`config.mk`:
```
export PLATFORM = sky130hd
export DESIGN_NAME = proc_sched
export DESIGN_NICKNAME = d
export VERILOG_FILES = /design/src/rtl/proc_sched_pkg.sv /design/src/rtl/proc_fifo2.sv /design/src/rtl/proc_ctrl.sv /design/src/rtl/proc_sched.sv
export SDC_FILE = /design/constraint.sdc
export NUM_CORES = 2
export LEC_CHECK = 0
export BUFFER_PORTS_ARGS = -buffer_cell sky130_fd_sc_hd__buf_2
export CORE_MARGIN = 2
export CORE_UTILIZATION = 49
export DETAILED_ROUTE_END_ITERATION = 10
export PLACE_DENSITY = 0.75
export SLEW_MARGIN = 20
export SYNTH_ARGS = -nofsm -noshare
export SYNTH_HDL_FRONTEND = slang
export SYNTH_HIERARCHICAL = 1
export SYNTH_SLANG_ARGS = --single-unit
```
`constraint.sdc`:
```
create_clock -name clk -period 3.81 [get_ports clk]
set_input_delay 0.1905 -clock clk [delete_from_list [all_inputs] [get_ports clk]]
set_output_delay 0.1905 -clock clk [all_outputs]
set_load 0.01 [all_outputs]
```
`src/rtl/proc_sched_pkg.sv`:
```
package proc_sched_pkg;
  typedef enum logic [1:0] {
    K_HALT  = 2'd0,
    K_STEP  = 2'd1,
    K_JUMP  = 2'd2,
    K_SPAWN = 2'd3
  } outcome_e;

  typedef enum logic [1:0] {
    V_NONE  = 2'd0,
    V_SIDE0 = 2'd1,
    V_SIDE1 = 2'd2,
    V_DRAW  = 2'd3
  } verdict_e;

  typedef enum logic [1:0] {
    PH_IDLE = 2'd0,
    PH_DISP = 2'd1,
    PH_WAIT = 2'd2,
    PH_DONE = 2'd3
  } phase_e;
endpackage

```
`src/rtl/proc_fifo2.sv`:
```
module proc_fifo2 #(
  parameter int DEPTH = 64,
  parameter int W     = 13,
  localparam int PW   = (DEPTH > 1) ? $clog2(DEPTH) : 1,
  localparam int CW   = $clog2(DEPTH + 1)
) (
  input  logic          clk,
  input  logic          rst_n,
  input  logic          clr,
  input  logic          pop,
  input  logic          pa_en,
  input  logic [W-1:0]  pa_data,
  input  logic          pb_en,
  input  logic [W-1:0]  pb_data,
  output logic [W-1:0]  head,
  output logic [CW-1:0] count
);
  logic [W-1:0]  mem [DEPTH];
  logic [PW-1:0] rd_ptr, wr_ptr, wr_ptr1;
  logic [1:0]    npush;

  function automatic logic [PW-1:0] nxt(input logic [PW-1:0] p);
    return (p == PW'(DEPTH - 1)) ? '0 : p + 1'b1;
  endfunction

  assign head    = mem[rd_ptr];
  assign wr_ptr1 = nxt(wr_ptr);
  assign npush   = {1'b0, pa_en} + {1'b0, pb_en};

  always_ff @(posedge clk) begin
    if (clr) begin
      if (pa_en) mem[0] <= pa_data;
    end else begin
      if (pa_en) mem[wr_ptr] <= pa_data;
      if (pb_en) mem[pa_en ? wr_ptr1 : wr_ptr] <= pb_data;
    end
  end

  always_ff @(posedge clk) begin
    if (!rst_n) begin
      rd_ptr <= '0;
      wr_ptr <= '0;
      count  <= '0;
    end else if (clr) begin
      rd_ptr <= '0;
      wr_ptr <= pa_en ? PW'(1 % DEPTH) : '0;
      count  <= CW'(pa_en);
    end else begin
      if (pop) rd_ptr <= nxt(rd_ptr);
      case (npush)
        2'd1:    wr_ptr <= wr_ptr1;
        2'd2:    wr_ptr <= nxt(wr_ptr1);
        default: wr_ptr <= wr_ptr;
      endcase
      count <= count + CW'(npush) - CW'(pop);
    end
  end

  // the controller never pushes more than the free space
  p_no_overflow_r8: assert property (@(posedge clk) disable iff (!rst_n || clr)
    (int'(count) + int'(npush) - int'(pop)) <= DEPTH);
  // a pop never hits an empty queue
  p_no_pop_empty_r7: assert property (@(posedge clk) disable iff (!rst_n || clr)
    pop |-> (count != '0));
  // the second push only follows a first push
  p_pb_needs_pa_r8: assert property (@(posedge clk) disable iff (!rst_n)
    pb_en |-> pa_en);
endmodule

```
`src/rtl/proc_ctrl.sv`:
```
module proc_ctrl
  import proc_sched_pkg::*;
#(
  parameter int ADDR_W     = 13,
  parameter int CORE_SIZE  = 8000,
  parameter int DEPTH      = 64,
  parameter int MAX_ROUNDS = 1000,
  localparam int CW        = $clog2(DEPTH + 1),
  localparam int RW        = $clog2(MAX_ROUNDS + 1)
) (
  input  logic                       clk,
  input  logic                       rst_n,
  input  logic                       start,
  input  logic [ADDR_W-1:0]          entry0,
  input  logic [ADDR_W-1:0]          entry1,
  output logic                       disp_valid,
  input  logic                       disp_ready,
  output logic                       disp_side,
  output logic [ADDR_W-1:0]          disp_pc,
  input  logic                       res_valid,
  output logic                       res_ready,
  input  logic [1:0]                 res_kind,
  input  logic [ADDR_W-1:0]          res_target,
  output logic                       running,
  output logic [1:0]                 verdict,
  input  logic [1:0][ADDR_W-1:0]     q_head,
  input  logic [1:0][CW-1:0]         q_count,
  output logic                       q_clr,
  output logic [1:0]                 q_pop,
  output logic [1:0]                 q_pa_en,
  output logic [1:0][ADDR_W-1:0]     q_pa_data,
  output logic [1:0]                 q_pb_en,
  output logic [ADDR_W-1:0]          q_pb_data
);
  phase_e              phase;
  verdict_e            verdict_q;
  logic                side_q;
  logic [ADDR_W-1:0]   pc_q;
  logic [RW-1:0]       rounds_q;
  logic                disp_fire, res_fire, lost, room2;
  logic [ADDR_W-1:0]   pc_inc, tgt_mod;
  outcome_e            kind;

  function automatic logic [ADDR_W-1:0] reduce(input logic [ADDR_W-1:0] a);
    return (int'(a) >= CORE_SIZE) ? ADDR_W'(int'(a) - CORE_SIZE) : a;
  endfunction

  assign kind       = outcome_e'(res_kind);
  assign disp_valid = (phase == PH_DISP);
  assign disp_side  = side_q;
  assign disp_pc    = q_head[side_q];
  assign res_ready  = (phase == PH_WAIT);
  assign disp_fire  = disp_valid && disp_ready && !start;
  assign res_fire   = res_valid && res_ready && !start;
  assign running    = (phase == PH_DISP) || (phase == PH_WAIT);
  assign verdict    = verdict_q;
  assign pc_inc     = (int'(pc_q) == CORE_SIZE - 1) ? '0 : pc_q + 1'b1;
  assign tgt_mod    = reduce(res_target);
  assign room2      = int'(q_count[side_q]) <= DEPTH - 2;
  assign lost       = res_fire && (kind == K_HALT) && (q_count[side_q] == '0);

  always_comb begin
    q_clr     = start;
    q_pop     = '0;
    q_pa_en   = '0;
    q_pb_en   = '0;
    q_pa_data = '0;
    q_pb_data = tgt_mod;
    if (start) begin
      q_pa_en      = 2'b11;
      q_pa_data[0] = reduce(entry0);
      q_pa_data[1] = reduce(entry1);
    end else begin
      q_pop[side_q] = disp_fire;
      if (res_fire) begin
        case (kind)
          K_STEP: begin
            q_pa_en[side_q]   = 1'b1;
            q_pa_data[side_q] = pc_inc;
          end
          K_JUMP: begin
            q_pa_en[side_q]   = 1'b1;
            q_pa_data[side_q] = tgt_mod;
          end
          K_SPAWN: begin
            q_pa_en[side_q]   = 1'b1;
            q_pa_data[side_q] = pc_inc;
            q_pb_en[side_q]   = room2;
          end
          default: ;
        endcase
      end
    end
  end

  always_ff @(posedge clk) begin
    if (!rst_n) begin
      phase     <= PH_IDLE;
      verdict_q <= V_NONE;
      side_q    <= 1'b0;
      pc_q      <= '0;
      rounds_q  <= '0;
    end else if (start) begin
      phase     <= PH_DISP;
      verdict_q <= V_NONE;
      side_q    <= 1'b0;
      rounds_q  <= '0;
    end else begin
      case (phase)
        PH_DISP: if (disp_fire) begin
          pc_q  <= disp_pc;
          phase <= PH_WAIT;
        end
        PH_WAIT: if (res_fire) begin
          if (lost) begin
            verdict_q <= side_q ? V_SIDE0 : V_SIDE1;
            phase     <= PH_DONE;
          end else if (side_q && (int'(rounds_q) == MAX_ROUNDS - 1)) begin
            verdict_q <= V_DRAW;
            phase     <= PH_DONE;
          end else begin
            if (side_q) rounds_q <= rounds_q + 1'b1;
            side_q <= ~side_q;
            phase  <= PH_DISP;
          end
        end
        default: ;
      endcase
    end
  end

  // offer and outcome windows never overlap
  p_exclusive_r3: assert property (@(posedge clk) disable iff (!rst_n)
    !(disp_valid && res_ready));
  // after a non-final outcome the other side is offered next
  p_alternate_r3: assert property (@(posedge clk) disable iff (!rst_n || start)
    (res_fire && !lost && !(side_q && int'(rounds_q) == MAX_ROUNDS - 1))
    |=> (disp_valid && (disp_side != $past(side_q))));
  // a stalled offer stays put
  p_disp_hold_r4: assert property (@(posedge clk) disable iff (!rst_n || start)
    (disp_valid && !disp_ready) |=> (disp_valid && $stable(disp_pc) && $stable(disp_side)));
  // no offers once a verdict is out
  p_quiet_done_r10: assert property (@(posedge clk) disable iff (!rst_n)
    (verdict != 2'd0) |-> !disp_valid);
  // an emptied side ends the game at once
  p_defeat_r10: assert property (@(posedge clk) disable iff (!rst_n || start)
    lost |=> (!running && verdict != 2'd0 && verdict != 2'd3));
endmodule

```
`src/rtl/proc_sched.sv`:
```
module proc_sched #(
  parameter int ADDR_W     = 13,
  parameter int CORE_SIZE  = 8000,
  parameter int DEPTH      = 64,
  parameter int MAX_ROUNDS = 1000,
  localparam int CW        = $clog2(DEPTH + 1)
) (
  input  logic              clk,
  input  logic              rst_n,
  input  logic              start,
  input  logic [ADDR_W-1:0] entry0,
  input  logic [ADDR_W-1:0] entry1,
  output logic              disp_valid,
  input  logic              disp_ready,
  output logic              disp_side,
  output logic [ADDR_W-1:0] disp_pc,
  input  logic              res_valid,
  output logic              res_ready,
  input  logic [1:0]        res_kind,
  input  logic [ADDR_W-1:0] res_target,
  output logic              running,
  output logic [1:0]        verdict
);
  logic [1:0][ADDR_W-1:0] q_head;
  logic [1:0][CW-1:0]     q_count;
  logic                   q_clr;
  logic [1:0]             q_pop, q_pa_en, q_pb_en;
  logic [1:0][ADDR_W-1:0] q_pa_data;
  logic [ADDR_W-1:0]      q_pb_data;

  proc_ctrl #(
    .ADDR_W(ADDR_W), .CORE_SIZE(CORE_SIZE), .DEPTH(DEPTH), .MAX_ROUNDS(MAX_ROUNDS)
  ) u_ctrl (
    .clk(clk), .rst_n(rst_n), .start(start), .entry0(entry0), .entry1(entry1),
    .disp_valid(disp_valid), .disp_ready(disp_ready), .disp_side(disp_side),
    .disp_pc(disp_pc), .res_valid(res_valid), .res_ready(res_ready),
    .res_kind(res_kind), .res_target(res_target), .running(running),
    .verdict(verdict), .q_head(q_head), .q_count(q_count), .q_clr(q_clr),
    .q_pop(q_pop), .q_pa_en(q_pa_en), .q_pa_data(q_pa_data),
    .q_pb_en(q_pb_en), .q_pb_data(q_pb_data)
  );

  for (genvar s = 0; s < 2; s++) begin : g_side
    proc_fifo2 #(.DEPTH(DEPTH), .W(ADDR_W)) u_q (
      .clk(clk), .rst_n(rst_n), .clr(q_clr), .pop(q_pop[s]),
      .pa_en(q_pa_en[s]), .pa_data(q_pa_data[s]),
      .pb_en(q_pb_en[s]), .pb_data(q_pb_data),
      .head(q_head[s]), .count(q_count[s])
    );
  end

  // quiet after reset until a start arrives
  p_reset_quiet_r1: assert property (@(posedge clk)
    (!rst_n) |=> (!running && verdict == 2'd0 && !disp_valid && !res_ready));
  // a start always yields a fresh side-0 offer
  p_start_fresh_r12: assert property (@(posedge clk) disable iff (!rst_n)
    start |=> (disp_valid && !disp_side && verdict == 2'd0));
endmodule

```
Word level (Yosys, flattened, before mapping)
Memories as Yosys holds them, arrays and structs flattened. A register that Yosys moved wholly into a read port is not among the register bits.
Index checks and enable logic that the tools add are counted.
- input port bits: 46
- memories kept: 2
- register bits: 66
- RAM bits: 1664
- output and inout port bits: 19
- memory list (memory ; depth ; bits a word ; read ports ; clocked after Yosys merged registers in ; write ports ; RTL line ; text):
    g_side[0].u_q.mem ; 64 ; 13 ; 1 ; 1 ; 2 ; proc_fifo2.sv:18 ; logic [W-1:0] mem [DEPTH];
    g_side[1].u_q.mem ; 64 ; 13 ; 1 ; 1 ; 2 ; proc_fifo2.sv:18 ;
- reduce and logical (&&, ||, !) cells: 28
- bitwise gates (word level): 9
- mux-type cells: 73
- eq/ne operators: 21
- add/sub/neg operators: 17
- magnitude comparators: 6
- operator list (operator ; count):
    two-way mux 13 bit ; 9
    two-way mux 6 bit ; 16
    bitwise AND 26 bit ; 2
    two-way mux 26 bit ; 2
    one-hot mux 26 bit (2 select lines) ; 1
    >= comparator 13 bit (second input constant) ; 3
    subtractor 13 bit (second input constant) ; 3
    adder 6 x 1 -> 6 bit (second input constant) ; 6
    == test 6 bit (second input constant) ; 6
    two-way mux 2 bit ; 14
    OR reduction 13 bit ; 2
    two-way mux 1 bit ; 24
    one-hot mux 6 bit (2 select lines) ; 2
    adder 7 x 2 -> 7 bit ; 2
    two-way mux 7 bit ; 2
    subtractor 7 x 1 -> 7 bit ; 2
    adder 13 x 1 -> 13 bit (second input constant) ; 1
    demux 13 bit (select 1 bit) ; 1
    == test 13 x 9 -> 1 bit (second input constant) ; 1
    AND reduction 3 bit ; 4
    adder 10 x 1 -> 10 bit (second input constant) ; 1
    == test 10 x 6 -> 1 bit (second input constant) ; 1
    == test 2 bit (second input constant) ; 5
    nonzero test 3 bit ; 3
    21 further kinds ; 41

Depth between registers and ports, before layout
- depth after elaboration: 12
- mapped depth: 18
- gate-level depth less buffers: 17

Cells and area by module
Netlist, hierarchy kept.
- by module, submodules not included (module ; sequential area each (sq um) ; area each (sq um) ; instances ; cells each):
    proc_fifo2 (g_side[1].u_q) ; 25484.4 ; 45413.6 ; 1 ; 2871
    proc_fifo2 (g_side[0].u_q) ; 25484.4 ; 44829.2 ; 1 ; 2855
    proc_ctrl ; 560.5 ; 2767.7 ; 1 ; 375

Worst setup path before layout
No wires, ideal clock.
- kind: reg-to-reg
- start point: register u_ctrl.phase[0]
- end point: memory g_side[0].u_q.mem[43][0] (enable)
- path slack: -82 ps
- required time: 3409 ps
- data arrival time: 3491 ps
- clock period less this slack: 3892 ps
- stages on the path, launching flop included: 14
- cell sequence: dfxtp_1 -> inv_1 -> ha_1 -> nand3b_1 -> or3_1 -> clkbuf_1 -> nand2_1 -> buf_4 -> buf_4 -> clkbuf_1 -> nand2_1 -> nor2_1 -> nand3_1 -> o21ai_0
- RTL lines (item ; RTL line ; text):
    from (decl) ; proc_ctrl.sv:35 ; phase_e phase;
    from (signal assigned) ; proc_ctrl.sv:98 ; phase <= PH_IDLE;
    from (signal assigned) ; proc_ctrl.sv:104 ; phase <= PH_DISP;
    from (signal assigned) ; proc_ctrl.sv:112 ; phase <= PH_WAIT;
    to (decl) ; proc_fifo2.sv:18 ;

==> summary.txt <==
Floorplan
  • Io pins: 65
  • Die Ht: 440 um
  • Core Rows: 159
  • Die width: 440 um
  • DIE AREA: 0.193 mm^2
  • Placeable Area: 0.188 mm^2
  • Initial Util: 49.4%

STA
  • Worst setup margin: -0.0570 ns
  • Tcrit/Tclk final: 101%
  • Minimum clock period: 3.87 ns
  • Final setup skew: 0.0320 ns
  • Peak Freq: 0.259 GHz
  • Final Hold Fails: 0
  • RSZ-0062 raised after global routing: yes
  • Setup violators final: 5
  • Slew Limit Fails: 0
  • Slew margin rel.: 20.1%
  • Slew @ Worst Pin: 1.20 ns

Logic synthesis
  • Ys async rst share: 0%
  • Seq/Total Area, Yosys: 55.4%
  • Mapped Area: 0.0930 mm^2
  • Predominant post-synthesis flop cell: edfxtp_1
  • Syn Area/Cell: 15.2 um^2
  • Flops & latches, synth: 1742
  • Syn_nets: 6183
  • Post-synth EDFFs: 1664
  • Synth cell types: 105
  • Post-Synthesis Cells: 6101
  • Warnings, synthesis: 6

Worst setup path
  • Slowest cell on the critical path: nor4_2
  • Reg-to-reg slack, setup: 0.13 ns
  • CP Max Fanout: 16
  • Worst Path Required: 3.62 ns
  • Most used cell along the critical path: buf_12
  • WP data arrival: 3.68 ns
  • RR Endpoint: g_side[1].u_q/mem[42][10]$_DFFE_PP_
  • Number of buffers and inverters on the critical path: 6
  • Setup crit start kind: flip-flop
  • Reg2reg start: u_ctrl/phase[1]$_SDFFE_PP0P_
  • Critical path, cell by cell: buf_12, buf_12, buf_16, buf_12, mux4_2, o22ai_1, buf_4, nor4_2, a22o_1, mux2_4, buf_2
  • Max stage delay on crit path: 0.55 ns
  • Critical path class: flip-flop to primary output
  • Reg2Reg Depth: 14
  • CP top delay family: buffers and inverters
  • CP endpoint kind: primary output

Drt
  • # DRC: 0
  • Routed vias/inst: 6.65
  • DRT iter0 DRCs: 7491
  • Vias: 58700
  • 1st-pass router iterations: 8
  • Final WL: 280000 um
  • Antenna-violating nets left: 0
  • WL/cell: 31.7 um

Cells and area
  • Layout Nets: 6270
  • Fill cell count: 14300
  • Layout area overhead: 14.4%
  • Ratio of cells with drive above 1 in the final layout: 50.5%

Global route
  • Gr usage total: 28.5%
  • Initial antenna violation count: 11
  • First-pass GRT wire length: 403000 um
  • Vias in the first global route: 58000
  • Pin count of the biggest net entering global routing: 130
  • Congestion Overflow GR: 0

Job
  • Max cap viols: 0

Power and ir drop
  • Post-layout total power: 40700 uW
  • Sw power: 8970 uW
  • Max VDD drop: 0.403 mV
  • Internal: 31800 uW
  • Clk pwr share: 41.7%
  • Comb pwr share: 6.6%
  • PD cells: 383 mW/mm^2
  • Sequential fraction of design power: 51.7%
  • Sw Ratio: 22.0%
  • Leakage: 0.0362 uW

Outcome
  • Status: finished, violations left
  • Failing checks: setup timing

Placed design
  • I/O Buffers: 64
  • DPL Wire Length: 170000 um
  • RD Place Congestion: 0.982
  • Post-place setup slack: 0.0257 ns

Min path
  • Hold Path End: u_ctrl/verdict[0]$_SDFFE_PP0P_
  • Hold wc startpoint: res_kind[1]
  • Hold crit path type: input port to flip-flop
  • Hold depth: 6

CTS
  • CTS tree: yes
  • Latest clock arrival within the worst-skew pair: 0.83 ns
  • CTS H-tree depth: 4
  • CTS Buf Count: 175
  • Clock tree buffer depth: 3
  • CTS Root Cell: clkbuf_16
  • Clock sinks: 1742
  • CTS clock-pin slew for the worst setup and hold paths: 0.06 ns
-- registers in the layout (all words and copies together) (netlist names), named ones only --
name / count
u_ctrl/disp_side: 1
g_side.u_q/wr_ptr: 12
u_ctrl/rounds_q: 10
g_side.u_q/rd_ptr: 12
u_ctrl/verdict: 2
g_side.u_q/mem: 1664
g_side.u_q/count: 14
u_ctrl/phase: 2
u_ctrl/pc_q: 13
-- metrics by stage --
step	utilization (%)	instances	area (um^2)	hold WS (ns)	TNS (ns)
after detailed placement	52.7	8447	99200	0.463	0
after global routing	56.5	8826	106000	0.0637	-0.115
after floorplan	-	6101	93000	0.319	-20.73
after global placement	52.7	8446	99200	0.440	-0.0903
final	56.5	8830	106000	0.0803	-0.111
after CTS	56.2	8800	106000	0.0165	-0.00759
-- cells in the final DEF, fill, tap and decap left out, types with 15 or more instances in the layout --
cell type  count
edfxtp_1    1664
mux2_2      1631
buf_4        439
mux4_2       404
nand2_1      192
clkbuf_16    186
buf_12       139
o22ai_1       92
nand3_1       89
nor2_1        87
o21ai_1       78
dfxtp_1       69
a21oi_1       66
mux2i_1       63
o21bai_1      62
and3_1        58
inv_1         56
buf_2         56
clkbuf_1      38
mux2_1        37
ha_1          34
clkinv_1      33
o21ai_0       33
nor2b_1       30
nand2b_1      26
or3_1         26
nor3_1        25
mux2_4        24
clkinv_2      23
xor2_1        21
o22ai_2       21
nand4_1       18
clkbuf_8      17
a22oi_1       17
a211oi_2      17
xnor2_1       17
mux2i_2       15
o211a_1       15
-- kinds of logic after synthesis --
family,share of synthesized area [%]
multiplexers,31.2
buffers and inverters,3.98
flip-flops,55.4
AO/OA/AOI/OAI,4.29
AND/OR/NAND/NOR,4.21
adder cells (fa/ha/maj),0.500
XOR/XNOR,0.375
-- layout make-up --
| class | instances | area (um^2) | share of cell area (%) |
|---|---|---|---|
| diodes | 10 | 25.0 | 0.0235 |
| repair buffers | 679 | 7130 | 6.71 |
| flip-flops and latches | 1742 | 51600 | 48.5 |
| multi-input cells | 3531 | 38800 | 36.4 |
| clock inverters | 77 | 611 | 0.574 |
| clock buffers | 237 | 4930 | 4.64 |
| well taps | 2495 | 3120 | 2.93 |
| inverters | 59 | 226 | 0.213 |
-- cells in the mapped netlist (31+ instances only) --
library cell | number | area [um^2]
clkbuf_1 | 423 | 1590
ha_1 | 34 | 425
o21bai_1 | 62 | 465
a21oi_1 | 74 | 370
nand3_1 | 93 | 465
o21ai_0 | 120 | 601
mux4_2 | 404 | 9100
buf_1 | 83 | 312
nand2_1 | 200 | 751
nor2_1 | 88 | 330
buf_2 | 190 | 951
mux2_2 | 1637 | 18400
mux2_1 | 37 | 417
and3_1 | 61 | 382
edfxtp_1 | 1664 | 50000
o22ai_1 | 113 | 707
buf_4 | 53 | 398
mux2i_1 | 84 | 841
dfxtp_1 | 78 | 1560
nor2b_1 | 31 | 194
inv_1 | 58 | 218
-- worst max path at each step --
stage                                               to  slack (ns)  depth (start not counted)
floorplan           g_side[0].u_q/mem[43][0]$_DFFE_PP_       -0.08                         13
global placement     g_side[0].u_q/count[6]$_SDFF_PP0_       -0.09                         16
detailed placement   g_side[1].u_q/count[6]$_SDFF_PP0_        0.03                         18
CTS                                         disp_pc[9]      -0.008                         11
global route                                disp_pc[5]       -0.04                         11
finish                                      disp_pc[5]       -0.06                         11
-- routing by layer --
| layer | part of all wire, % | vias up | GRT usage (%) |
|---|---|---|---|
| li1 | - | 24200 | - |
| met1 | 37 | 30200 | 37.3 |
| met2 | 48 | 3614 | 45.8 |
| met3 | 9.7 | 695 | 4.69 |
| met4 | 5.4 | 2 | 14.7 |
| met5 | 0.0046 | - | 0 |
-- timing repair --
item	4_1_cts	5_1_grt
endpoints found under the setup margin	13	862
hold buffers	10	0
cloned	2	4
endpoints found under the hold margin	25	0
pin swaps	7	16
setup buffers	27	16
resized for setup	96	76
-- worst reg2reg max path, cell delays in order, from the launching register on --
cell	delay [ns]
dfxtp_1	0.38
ha_1	0.20
nand3b_1	0.19
nor2_1	0.19
buf_4	0.18
o21ai_2	0.08
nand2b_1	0.13
buf_12	0.17
inv_1	0.15
o31ai_2	0.45
o2bb2ai_4	0.24
buf_4	0.23
and4_1	0.21
buf_4	0.26
mux2_2	0.38
-- power groups by stage --
stage,clock (uW),combinational (uW),sequential [uW]
after CTS,17100,2600,21100
after global routing,17900,2810,21100
final,17000,2680,21100
after detailed placement,0,2550,21500
after global placement,0,2450,21500
after floorplan,0,1680,21500
No activity file was read; power rests on OpenSTA's default activity.
